## config.mk

```make
export PLATFORM = sky130hd
export DESIGN_NAME = ifs_fetch
export DESIGN_NICKNAME = d
export VERILOG_FILES = /design/src/rtl/ifs_pkg.sv /design/src/rtl/ifs_seq_ctrl.sv /design/src/rtl/ifs_len_check.sv /design/src/rtl/ifs_addr_regs.sv /design/src/rtl/ifs_fetch.sv
export SDC_FILE = /design/constraint.sdc
export NUM_CORES = 1
export LEC_CHECK = 0
export BUFFER_PORTS_ARGS = -buffer_cell sky130_fd_sc_hd__buf_4
export CORE_UTILIZATION = 50
export CTS_CLUSTER_DIAMETER = 200
export DETAILED_ROUTE_END_ITERATION = 10
export HOLD_SLACK_MARGIN = 0.1
export PLACE_DENSITY_LB_ADDON = 0.2
export SLEW_MARGIN = 20
export SYNTH_ARGS = -nofsm -noshare
export SYNTH_HDL_FRONTEND = slang
export SYNTH_HIERARCHICAL = 1
export SYNTH_SLANG_ARGS = --single-unit
export TNS_END_PERCENT = 10
```

## constraint.sdc

```tcl
create_clock -name clk -period 3.85 [get_ports clk]
set_clock_uncertainty 0.05 [all_clocks]
set_input_delay 0.1925 -clock clk [delete_from_list [all_inputs] [get_ports clk]]
set_output_delay 0.1925 -clock clk [all_outputs]
set_load 0.01 [all_outputs]
```

## src/rtl/ifs_pkg.sv

```systemverilog
package ifs_pkg;
  localparam int CHAR_W  = 8;
  localparam int DATA_W  = 7;
  localparam int WM_BIT  = 7;
  localparam logic [DATA_W-1:0] BLANK = 7'h40;
  localparam logic [5:0] OP_KEEP_MV = 6'h24;
  localparam logic [5:0] OP_KEEP_LD = 6'h23;
  localparam logic [5:0] OP_KEEP_SB = 6'h38;

  typedef enum logic [1:0] {ST_IDLE, ST_FETCH, ST_DONE} fetch_st_t;

  function automatic logic keeps_b(input logic [DATA_W-1:0] op);
    return (op[5:0] == OP_KEEP_MV) || (op[5:0] == OP_KEEP_LD) ||
           (op[5:0] == OP_KEEP_SB);
  endfunction
endpackage

```

## src/rtl/ifs_seq_ctrl.sv

```systemverilog
module ifs_seq_ctrl
  import ifs_pkg::*;
#(
  parameter int ADDR_W = 14,
  parameter int CNT_W  = 4
) (
  input  logic              clk,
  input  logic              rst_n,
  input  logic              start,
  input  logic [ADDR_W-1:0] start_addr,
  input  logic              chr_valid,
  input  logic              chr_wm,
  input  logic              ins_ready,
  input  logic              len_bad,
  output logic [ADDR_W-1:0] fetch_addr,
  output logic              chr_ready,
  output logic              acc_op,
  output logic              acc_body,
  output logic              acc_end,
  output logic [CNT_W-1:0]  cnt_q,
  output logic              ins_valid,
  output logic              ins_bad
);
  localparam logic [CNT_W-1:0] CNT_MAX = '1;

  fetch_st_t         st_q;
  logic [ADDR_W-1:0] iar_q;
  logic              taking;

  assign chr_ready  = (st_q == ST_FETCH);
  assign taking     = chr_ready && chr_valid;
  assign acc_op     = taking && (cnt_q == '0);
  assign acc_body   = taking && (cnt_q != '0) && !chr_wm;
  assign acc_end    = taking && (cnt_q != '0) && chr_wm;
  assign ins_valid  = (st_q == ST_DONE) && !len_bad;
  assign ins_bad    = (st_q == ST_DONE) && len_bad;
  assign fetch_addr = iar_q;

  always_ff @(posedge clk or negedge rst_n) begin
    if (!rst_n) begin
      st_q  <= ST_IDLE;
      iar_q <= '0;
      cnt_q <= '0;
    end else begin
      case (st_q)
        ST_IDLE: begin
          if (start) begin
            iar_q <= start_addr;
            cnt_q <= '0;
            st_q  <= ST_FETCH;
          end
        end
        ST_FETCH: begin
          if (acc_op || acc_body) begin
            iar_q <= iar_q + 1'b1;
            if (cnt_q != CNT_MAX) cnt_q <= cnt_q + 1'b1;
          end else if (acc_end) begin
            st_q <= ST_DONE;
          end
        end
        ST_DONE: begin
          if (ins_valid && ins_ready) begin
            st_q <= ST_IDLE;
          end else if (ins_bad && start) begin
            iar_q <= start_addr;
            cnt_q <= '0;
            st_q  <= ST_FETCH;
          end
        end
        default: st_q <= ST_IDLE;
      endcase
    end
  end

  a_r2_step: assert property (@(posedge clk) disable iff (!rst_n)
    (acc_op || acc_body) |=> fetch_addr == ADDR_W'($past(fetch_addr) + 1'b1));
  a_r2_stall: assert property (@(posedge clk) disable iff (!rst_n)
    (chr_ready && !chr_valid) |=> $stable(fetch_addr));
  a_r6_end_point: assert property (@(posedge clk) disable iff (!rst_n)
    acc_end |=> (ins_valid || ins_bad) && $stable(fetch_addr));
  a_r12_hold: assert property (@(posedge clk) disable iff (!rst_n)
    (ins_valid && !ins_ready) |=> ins_valid && $stable(cnt_q));
  a_r12_idle: assert property (@(posedge clk) disable iff (!rst_n)
    (ins_valid && ins_ready) |=> !chr_ready && !ins_valid && !ins_bad);
endmodule

```

## src/rtl/ifs_len_check.sv

```systemverilog
module ifs_len_check #(
  parameter int CNT_W   = 4,
  parameter int DIGITS  = 3,
  parameter int MAX_LEN = 8
) (
  input  logic [CNT_W-1:0] len,
  output logic             len_bad,
  output logic             has_d
);
  localparam int BAD_A = DIGITS;
  localparam int BAD_B = 2 * DIGITS;
  localparam int D_A   = 2;
  localparam int D_B   = DIGITS + 2;
  localparam int D_C   = MAX_LEN;

  always_comb begin
    len_bad = (len == CNT_W'(BAD_A)) || (len == CNT_W'(BAD_B));
    has_d   = (len == CNT_W'(D_A)) || (len == CNT_W'(D_B)) ||
              (len == CNT_W'(D_C));
  end
endmodule

```

## src/rtl/ifs_addr_regs.sv

```systemverilog
module ifs_addr_regs
  import ifs_pkg::*;
#(
  parameter int DIGITS = 3,
  parameter int CNT_W  = 4
) (
  input  logic                     clk,
  input  logic                     rst_n,
  input  logic                     wr,
  input  logic [CNT_W-1:0]         idx,
  input  logic [DATA_W-1:0]        chr,
  input  logic                     keep_b,
  output logic [DIGITS*DATA_W-1:0] a_addr,
  output logic [DIGITS*DATA_W-1:0] b_addr
);
  localparam int B2_BASE = DIGITS + 1;
  localparam int LOW_W   = (DIGITS - 1) * DATA_W;

  logic [DATA_W-1:0] a_dig [DIGITS];
  logic [DATA_W-1:0] b_dig [DIGITS];

  for (genvar d = 0; d < DIGITS; d++) begin : g_digit
    always_ff @(posedge clk or negedge rst_n) begin
      if (!rst_n) begin
        a_dig[d] <= BLANK;
      end else if (wr && idx == CNT_W'(1)) begin
        a_dig[d] <= (d == 0) ? chr : BLANK;
      end else if (wr && idx == CNT_W'(d + 1)) begin
        a_dig[d] <= chr;
      end
    end

    always_ff @(posedge clk or negedge rst_n) begin
      if (!rst_n) begin
        b_dig[d] <= BLANK;
      end else if (wr && idx == CNT_W'(1)) begin
        if (d == 0)       b_dig[d] <= chr;
        else if (!keep_b) b_dig[d] <= BLANK;
      end else if (wr && idx == CNT_W'(d + 1)) begin
        b_dig[d] <= chr;
      end else if (wr && idx == CNT_W'(B2_BASE)) begin
        b_dig[d] <= (d == 0) ? chr : BLANK;
      end else if (wr && idx == CNT_W'(B2_BASE + d)) begin
        b_dig[d] <= chr;
      end
    end

    assign a_addr[(DIGITS-d)*DATA_W-1 -: DATA_W] = a_dig[d];
    assign b_addr[(DIGITS-d)*DATA_W-1 -: DATA_W] = b_dig[d];
  end

  a_r5_a_frozen: assert property (@(posedge clk) disable iff (!rst_n)
    (wr && idx > CNT_W'(DIGITS)) |=> $stable(a_addr));
  a_r4_b_blank: assert property (@(posedge clk) disable iff (!rst_n)
    (wr && idx == CNT_W'(1) && !keep_b) |=> b_addr[LOW_W-1:0] == {(DIGITS-1){BLANK}});
  a_r4_b_kept: assert property (@(posedge clk) disable iff (!rst_n)
    (wr && idx == CNT_W'(1) && keep_b) |=> $stable(b_addr[LOW_W-1:0]));
  a_r5_b_restart: assert property (@(posedge clk) disable iff (!rst_n)
    (wr && idx == CNT_W'(B2_BASE)) |=> b_addr[LOW_W-1:0] == {(DIGITS-1){BLANK}});
endmodule

```

## src/rtl/ifs_fetch.sv

```systemverilog
module ifs_fetch
  import ifs_pkg::*;
#(
  parameter int ADDR_W  = 14,
  parameter int CNT_W   = 4,
  parameter int DIGITS  = 3,
  parameter int MAX_LEN = 8
) (
  input  logic                     clk,
  input  logic                     rst_n,
  input  logic                     start,
  input  logic [ADDR_W-1:0]        start_addr,
  input  logic                     chr_valid,
  output logic                     chr_ready,
  input  logic [CHAR_W-1:0]        chr_data,
  output logic [ADDR_W-1:0]        fetch_addr,
  output logic                     ins_valid,
  input  logic                     ins_ready,
  output logic                     ins_bad,
  output logic [DATA_W-1:0]        op_code,
  output logic [DIGITS*DATA_W-1:0] a_addr,
  output logic [DIGITS*DATA_W-1:0] b_addr,
  output logic [CHAR_W-1:0]        a_char,
  output logic [CHAR_W-1:0]        b_char,
  output logic [DATA_W-1:0]        d_char,
  output logic                     d_present,
  output logic [CNT_W-1:0]         ins_len
);
  localparam int D_SHORT = 1;
  localparam int D_MID   = DIGITS + 1;
  localparam int D_LONG  = MAX_LEN - 1;

  logic             acc_op, acc_body, acc_end;
  logic [CNT_W-1:0] idx;
  logic             len_bad, has_d, body_wr, d_wr;
  logic [DATA_W-1:0] op_q, d_q;
  logic [CHAR_W-1:0] a_chr_q, b_chr_q;

  ifs_seq_ctrl #(.ADDR_W(ADDR_W), .CNT_W(CNT_W)) u_ctrl (
    .clk(clk), .rst_n(rst_n), .start(start), .start_addr(start_addr),
    .chr_valid(chr_valid), .chr_wm(chr_data[WM_BIT]), .ins_ready(ins_ready),
    .len_bad(len_bad), .fetch_addr(fetch_addr), .chr_ready(chr_ready),
    .acc_op(acc_op), .acc_body(acc_body), .acc_end(acc_end), .cnt_q(idx),
    .ins_valid(ins_valid), .ins_bad(ins_bad)
  );

  ifs_len_check #(.CNT_W(CNT_W), .DIGITS(DIGITS), .MAX_LEN(MAX_LEN)) u_len (
    .len(idx), .len_bad(len_bad), .has_d(has_d)
  );

  assign body_wr = acc_body && (idx < CNT_W'(MAX_LEN));
  assign d_wr    = body_wr && (idx == CNT_W'(D_SHORT) || idx == CNT_W'(D_MID) ||
                               idx == CNT_W'(D_LONG));

  ifs_addr_regs #(.DIGITS(DIGITS), .CNT_W(CNT_W)) u_addr (
    .clk(clk), .rst_n(rst_n), .wr(body_wr), .idx(idx),
    .chr(chr_data[DATA_W-1:0]), .keep_b(keeps_b(op_q)),
    .a_addr(a_addr), .b_addr(b_addr)
  );

  always_ff @(posedge clk or negedge rst_n) begin
    if (!rst_n) begin
      op_q    <= BLANK;
      d_q     <= BLANK;
      a_chr_q <= {1'b0, BLANK};
      b_chr_q <= {1'b0, BLANK};
    end else begin
      if (acc_op) begin
        op_q    <= chr_data[DATA_W-1:0];
        b_chr_q <= chr_data;
      end
      if (body_wr) begin
        a_chr_q <= chr_data;
        b_chr_q <= chr_data;
      end
      if (d_wr) d_q <= chr_data[DATA_W-1:0];
      if (acc_end) b_chr_q <= chr_data;
    end
  end

  assign op_code   = op_q;
  assign d_char    = d_q;
  assign a_char    = a_chr_q;
  assign b_char    = b_chr_q;
  assign ins_len   = idx;
  assign d_present = (ins_valid || ins_bad) && has_d;

  a_r3_op_load: assert property (@(posedge clk) disable iff (!rst_n)
    acc_op |=> op_code == $past(chr_data[DATA_W-1:0]));
  a_r6_b_only: assert property (@(posedge clk) disable iff (!rst_n)
    acc_end |=> $stable(op_code) && $stable(a_char) && $stable(a_addr) &&
                $stable(b_addr) && b_char == $past(chr_data));
  a_r9_ignored: assert property (@(posedge clk) disable iff (!rst_n)
    (acc_body && !body_wr) |=> $stable(a_char) && $stable(b_char) && $stable(d_char));
  a_r8_exclusive: assert property (@(posedge clk) disable iff (!rst_n)
    !(ins_valid && ins_bad));
  a_r11_copy: assert property (@(posedge clk) disable iff (!rst_n)
    body_wr |=> a_char == $past(chr_data) && b_char == $past(chr_data));
endmodule

```

# [After elaboration in Yosys (flattened, before gate mapping)]
# Cells that the tools add are included.
[word_totals] regBits=92 latch_bits=0 mem_bits_rw=0 mem_bits_ro=0 in_bits=27 memories=0
[classes] n_addsub=2 multipliers=0 div_mod_pow=0 n_lt_le_gt_ge=1 n_eq_ne=23 n_shift=0 n_mux=35 n_bitwise=0 n_reduce_logical=44
[op_table] cell="$mux W7" count=15
[op_table] cell="$mux W14" count=4
[op_table] cell="$pmux W14 S3" count=1
[op_table] cell="$mux W8" count=3
[op_table] cell="$mux W4" count=5
[op_table] cell="$eq A6 B6 Y1 const B" count=3
[op_table] cell="$logic_and A1 B1 Y1" count=18
[op_table] cell="$eq A4 B3 Y1 const B" count=4
[op_table] cell="$ne A2 B2 Y1 const B" count=8
[op_table] cell="$add A14 B1 Y14 const B" count=1
[op_table] cell="$pmux W4 S3" count=1
[op_table] cell="$reduce_bool A4 Y1" count=3
[op_table] cell="$mux W2" count=5
[op_table] cell="$logic_or A1 B1 Y1" count=9
[op_table] cell="$eq A4 B2 Y1 const B" count=2
[op_table] cell="$pmux W2 S3" count=1
[op_table] cell="$reduce_and A6 Y1" count=1
[op_table] cell="$reduce_bool A2 Y1" count=3
[op_table] cell="$reduce_bool A3 Y1" count=2
[op_table] cell="$reduce_and A5 Y1" count=1
[op_table] cell="$add A4 B1 Y4 const B" count=1
[op_table] cell="$eq A4 B1 Y1 const B" count=1
[op_table] cell="$eq A4 B4 Y1 const B" count=1
[op_table] cell="$logic_not A4 Y1" count=1
[op_table] cell="other kinds (9)" count=11

# [Logic depth before layout (Yosys ltp)]
[depth] depth_word=10 depth_mapped=17 depth_no_buf=10

# [By module]
# The synthesis kept the hierarchy.
[modules_own_cells] mod="ifs_addr_regs" n_inst=1 cells_per_inst=135 area_per_inst_um2=1736.7
[modules_own_cells] mod="ifs_seq_ctrl" n_inst=1 cells_per_inst=158 area_per_inst_um2=1366.3
[modules_own_cells] mod="ifs_fetch" n_inst=1 cells_per_inst=93 area_per_inst_um2=1253.7
[modules_own_cells] mod="ifs_len_check" n_inst=1 cells_per_inst=6 area_per_inst_um2=50.0

# [Worst setup path before layout]
# Ideal clock, no wire load.
[synth_timing] kind="register -> register" from="register u_ctrl.st_q[1]" to="register u_addr.a_dig, in the netlist u_addr/a_addr[10]" setup_ps=121 arrival_time_ps=2663 required_time_ps=3679 setup_slack_ps=1016 stages_incl_launch_ff=18 path_buffers=7 cell_sequence="dfrtp_1 -> nand2b_1 -> buf_6 -> inv_2 -> buf_6 -> buf_6 -> nand2_1 -> nor3b_1 -> nand2b_1 -> buf_6 -> inv_2 -> buf_4 -> nand2b_2 -> or3_1 -> buf_6 -> nor2b_4 -> buf_6 -> a22o_1"
[synth_between] elab_chain_len=7 elab_cells_between_ends=9 cone_classes="eq/ne (1); mux (1); reduce/logical (7)"
[synth_rtl] element="from (decl)" line="ifs_seq_ctrl.sv:26" source="fetch_st_t st_q;"
[synth_rtl] element="from (signal assigned)" line="ifs_seq_ctrl.sv:41" source="st_q <= ST_IDLE;"
[synth_rtl] element="from (signal assigned)" line="ifs_seq_ctrl.sv:50" source="st_q <= ST_FETCH;"
[synth_rtl] element="from (signal assigned)" line="ifs_seq_ctrl.sv:58" source="st_q <= ST_DONE;"
[synth_rtl] element="$eq A2 B1 Y1 *" line="ifs_seq_ctrl.sv:30" source="assign chr_ready = (st_q == ST_FETCH);"
[synth_rtl] element="via chr_ready" line="ifs_fetch.sv:14" source="output logic chr_ready,"
[synth_rtl] element="$logic_and A1 B1 Y1 *" line="ifs_seq_ctrl.sv:31" source="assign taking = chr_ready && chr_valid;"
[synth_rtl] element="$logic_and A1 B1 Y1 * (2 in a row)" line="ifs_seq_ctrl.sv:33" source="assign acc_body = taking && (cnt_q != '0) && !chr_wm;"
[synth_rtl] element="via acc_body" line="ifs_fetch.sv:33" source="logic acc_op, acc_body, acc_end;"
[synth_rtl] element="$logic_and A1 B1 Y1 *" line="ifs_fetch.sv:51" source="assign body_wr = acc_body && (idx < CNT_W'(MAX_LEN));"
[synth_rtl] element="via body_wr" line="ifs_fetch.sv:35" source="logic len_bad, has_d, body_wr, d_wr;"
[synth_rtl] element="$logic_and A1 B1 Y1, on equally long branches" line="ifs_addr_regs.sv:26, ifs_addr_regs.sv:28"
[synth_rtl] element="$mux W7 or $reduce_bool A2 Y1 (tied branches)"
[synth_rtl] element="to (signal, indexed assignment)" line="ifs_addr_regs.sv:27" source="a_dig[d] <= (d == 0) ? chr : BLANK;"
[synth_rtl] element="to (signal, indexed assignment)" line="ifs_addr_regs.sv:29" source="a_dig[d] <= chr;"
[synth_rtl] element="to (decl)" line="ifs_addr_regs.sv:19" source="logic [DATA_W-1:0] a_dig [DIGITS];"
# Mark *: on every way through the listed nets, which the timed path passes. The rest lies on a longest branch.
# A chain may end at the register's enable or synchronous reset.

# [Worst setup path in the final report]
[layout_timing] from="register u_ctrl.cnt_q[0]" to="register u_addr.b_dig, in the netlist u_addr/b_addr[0]"
[layout_between] elab_chain_len=8 elab_cells_between_ends=19 cone_classes="order compare (1); eq/ne (5); mux (3); reduce/logical (10)"
[layout_rtl] element="from (decl)" line="ifs_seq_ctrl.sv:20" source="output logic [CNT_W-1:0] cnt_q,"
[layout_rtl] element="from (signal assigned)" line="ifs_seq_ctrl.sv:56" source="if (cnt_q != CNT_MAX) cnt_q <= cnt_q + 1'b1;"
[layout_rtl] element="$reduce_bool A4 Y1 *" line="ifs_seq_ctrl.sv:33"
[layout_rtl] element="$logic_and A1 B1 Y1 * (2 in a row)" line="ifs_seq_ctrl.sv:33"
[layout_rtl] element="via acc_body" line="ifs_fetch.sv:33"
[layout_rtl] element="$logic_and A1 B1 Y1 *" line="ifs_fetch.sv:51"
[layout_rtl] element="$logic_and A1 B1 Y1" line="ifs_addr_regs.sv:41" source="end else if (wr && idx == CNT_W'(B2_BASE)) begin"
[layout_rtl] element="$mux W7" line="ifs_addr_regs.sv:41"
[layout_rtl] element="$mux W7" line="ifs_addr_regs.sv:39" source="end else if (wr && idx == CNT_W'(d + 1)) begin"
[layout_rtl] element="$mux W7" line="ifs_addr_regs.sv:36" source="end else if (wr && idx == CNT_W'(1)) begin"
[layout_rtl] element="to (signal, indexed assignment)" line="ifs_addr_regs.sv:37" source="if (d == 0) b_dig[d] <= chr;"
[layout_rtl] element="to (signal, indexed assignment)" line="ifs_addr_regs.sv:40" source="b_dig[d] <= chr;"
[layout_rtl] element="to (signal, indexed assignment)" line="ifs_addr_regs.sv:42" source="b_dig[d] <= (d == 0) ? chr : BLANK;"
[layout_rtl] element="to (decl)" line="ifs_addr_regs.sv:20" source="logic [DATA_W-1:0] b_dig [DIGITS];"
# Marks and branches as above.

==> out/metrics.cfg <==
[timing]
fmax_mhz = 325
slew_headroom_pct = 50.5
setup_viol_count_final = 0
min_period_ns = 3.07
drv_slew = 0
worst_pin_slew_ns = 0.742
rsz0062_at_grt = false
hold_viol = 0
whs_ns = 0.0977
tns_ns = 0
min_period_over_period_pct = 79.9

[detailed_routing]
drcViolationCount = 0
vias = 3608
viasPerCell = 5.68
drt_pass1_iterations = 4
drt-total-wl_mm = 11.1
drtIter0Drc = 229
drt.antenna.violating_nets = 0
post_drt_wl_per_cell_um = 17.4

[critical_path]
critical_path_arrival_ns = 3.26
required_ns = 4.04
crit_type = flip-flop to flip-flop
crit_fanout = 16
start_kind = flip-flop
slowest_delay_ns = 0.66
crit_chain = inv_1 -> ha_1 -> nand2_1 -> nor3b_1 -> nand2b_1 -> inv_2 -> nand2b_2 -> a211o_1 -> and2_1 -> mux2_2
critPathSlowestCell = dfrtp_1
cp-end-kind = flip-flop

[die]
core_mm2 = 0.00838
num_rows = 33
die_x_um = 95.9
io_pins = 121
fp.dieArea_mm2 = 0.00919
initial_core_util_pct = 52.6
die_h_um = 95.9

[power]
p_leak_nw = 2.74
p_switching_w = 0.00184
cellPowerDensity_mw_per_mm2 = 842
seqPwrFrac_pct = 38.2
switching_share_pct = 38.3
ir_drop_v = 0.000433
power_frac_clock_pct = 15.0
comb_power_share_pct = 46.8
p_int_w = 0.00297

[yosys]
netlist.area_leader.share_pct = 46.6
syn_area_mm2 = 0.00441
yosysTopAreaCell = dfrtp_1
yosysWarnings = 6
synth_seq_cells = 92
synth_most_common_cell = dfrtp_1
synth-seq-area-share_pct = 52.5
synth_common_cells = dfrtp_1, nand2_1, mux2_2, o21ai_0, a21oi_1
synth_ff_type = dfrtp_1
synth_cell_types = 67
synth-edff-count = 0
synthTopCellsByArea = dfrtp_1, mux2_2, dfstp_2
netlist_instances = 392
avgSynthCellArea_um2 = 11.2
syn_nets = 422
synthArstFlopShare_pct = 100

[clock_tree]
worstSkewPairLatency_ns = 0.36
cts_tree = built
cts-root-buf = clkbuf_8
cts-htree-levels = 3
ctsResizeCount = 0
post_cts_buffers = 0
cts.sinks = 92
cts-buffers-inserted = 9
clk_transition_reported_paths_ns = 0.09
clk_path_buf_depth = 2

[global_route]
grt_usage_pct = 25.2
grt_start_max_net_pins = 59
grt_overflow = 0
grt_pass1_wl_mm = 17.4
grt_pass1_vias = 3277
antenna_found_initial = 0

[place]
routabilityCongestion = 0.899
dpl.hpwl_mm = 7.51
io_buffer_count = 120

[worst_hold_path]
holdCritPathClass = input pin to flip-flop

[finish]
synthToLayoutAreaGrowth_pct = 29.8
fin_nets = 555
antenna_cells = 0
drive_gt1_share_pct = 39.2

[flow_run]
max-cap-violations = 0

[run_status]
status = finished clean

## placed cells by master (no fill, tap or decap), drive strengths merged, types with 3 or more instances in the layout
master       count
o22ai            3
dfrtp           82
dlygate4sd3     16
ha               3
nor4b            3
mux2            46
nand3            9
clkinv           3
nand4            6
o21ai           18
and3             4
nor2b            7
a31oi           11
inv             15
and2             6
nor3b            3
buf            125
and4             3
nand2b           8
or3              3
clkbuf           9
nor2             9
mux2i            3
a22o             7
nand2           62
a21oi           14
o31ai            4
dfstp           10
o211ai           4
## layer usage
metal,share of wire [%],global-route usage [%]
met1,45,37.9
met2,46,37.3
met3,7.4,4.50
met4,1.4,7.21
met5,0,0
## final timing paths
kind | start | to | slack [ns] | cells after the start
worst max-delay path | u_ctrl/cnt_q[0]$_DFFE_PN0P_ | u_addr/b_addr[0]$_DFFE_PN0P_ | 0.78 | 10
worst min register to register | u_addr/b_addr[6]$_DFFE_PN1P_ | u_addr/b_addr[6]$_DFFE_PN1P_ | 0.42 | 2
worst max register to register | u_ctrl/cnt_q[0]$_DFFE_PN0P_ | u_addr/b_addr[0]$_DFFE_PN0P_ | 0.78 | 10
worst min-delay path | start_addr[10] | u_ctrl/fetch_addr[10]$_DFFE_PN0P_ | 0.1 | 3
min in group asynchronous | rst_n | b_char[0]$_DFFE_PN0P_ | 0.39 | 2
max in group asynchronous | rst_n | u_addr/a_addr[13]$_DFFE_PN1P_ | 2.41 | 3
## critical path, delay by kind of cell (launching register included)
family / cells / cell delay (ns)
AOI/OAI and AO/OA: 1 / 0.44
adders and majority gates: 1 / 0.25
buffers and inverters: 2 / 0.39
DFF: 1 / 0.66
muxes: 1 / 0.26
and+or+nand+nor: 5 / 0.90
## sequential cells by signal, indices dropped and copies added, names as in the netlist
| name | count |
|---|---|
| a_char | 8 |
| b_char | 8 |
| d_char | 7 |
| op_code | 7 |
| u_addr/a_addr | 21 |
| u_addr/b_addr | 21 |
| u_ctrl/cnt_q | 4 |
| u_ctrl/fetch_addr | 14 |
| u_ctrl/st_q | 2 |
## metrics by stage
| stage | power (W) | setup slack (ns) | instance area [um2] | util (%) | cells |
|---|---|---|---|---|---|
| global placement | 0.00401 | 0.950 | 5340 | 63.7 | 603 |
| finish | 0.00482 | 0.776 | 5720 | 68.2 | 635 |
| global route | 0.00514 | 0.491 | 5720 | 68.2 | 635 |
| detailed placement | 0.00407 | 0.853 | 5340 | 63.7 | 603 |
| CTS | 0.00482 | 0.815 | 5720 | 68.2 | 635 |
| floorplan | 0.00312 | 1.02 | 4410 | - | 392 |
## cell type report
| type | count | area [um2] |
|---|---|---|
| clock buffer | 9 | 124 |
| clock inverter | 7 | 98.8 |
| fill | 648 | 2660 |
| inverter | 13 | 48.8 |
| multi-input combinational | 268 | 1900 |
| sequential | 92 | 2310 |
| tap | 105 | 131 |
| timing repair buffer | 141 | 1100 |
## power by group through the flow
stage               registers [W]  logic (W)  clock network, W
floorplan                 0.00197    0.00116                 0
global placement          0.00183    0.00218                 0
detailed placement        0.00184    0.00224                 0
CTS                       0.00183    0.00226          0.000732
global route              0.00190    0.00247          0.000774
finish                    0.00184    0.00225          0.000724
## logic make-up (layout without fill, tap and decap cells)
family,Yosys count,count (layout),synth area share [%]
muxes,49,49,13.1
adders and majority gates,3,3,0.852
buffers and inverters,32,170,4.26
AOI/OAI and AO/OA,82,82,12.8
DFF,92,92,52.5
xor gates and xnor gates,2,2,0.398
and+or+nand+nor,132,132,16.1
## timing repair
action | in CTS | in global routing
hold endpoints to repair | 69 | 0
setup endpoints to repair | 0 | 0
hold buffers | 16 | 0
Note: power is estimated with default switching activity, not from simulation.
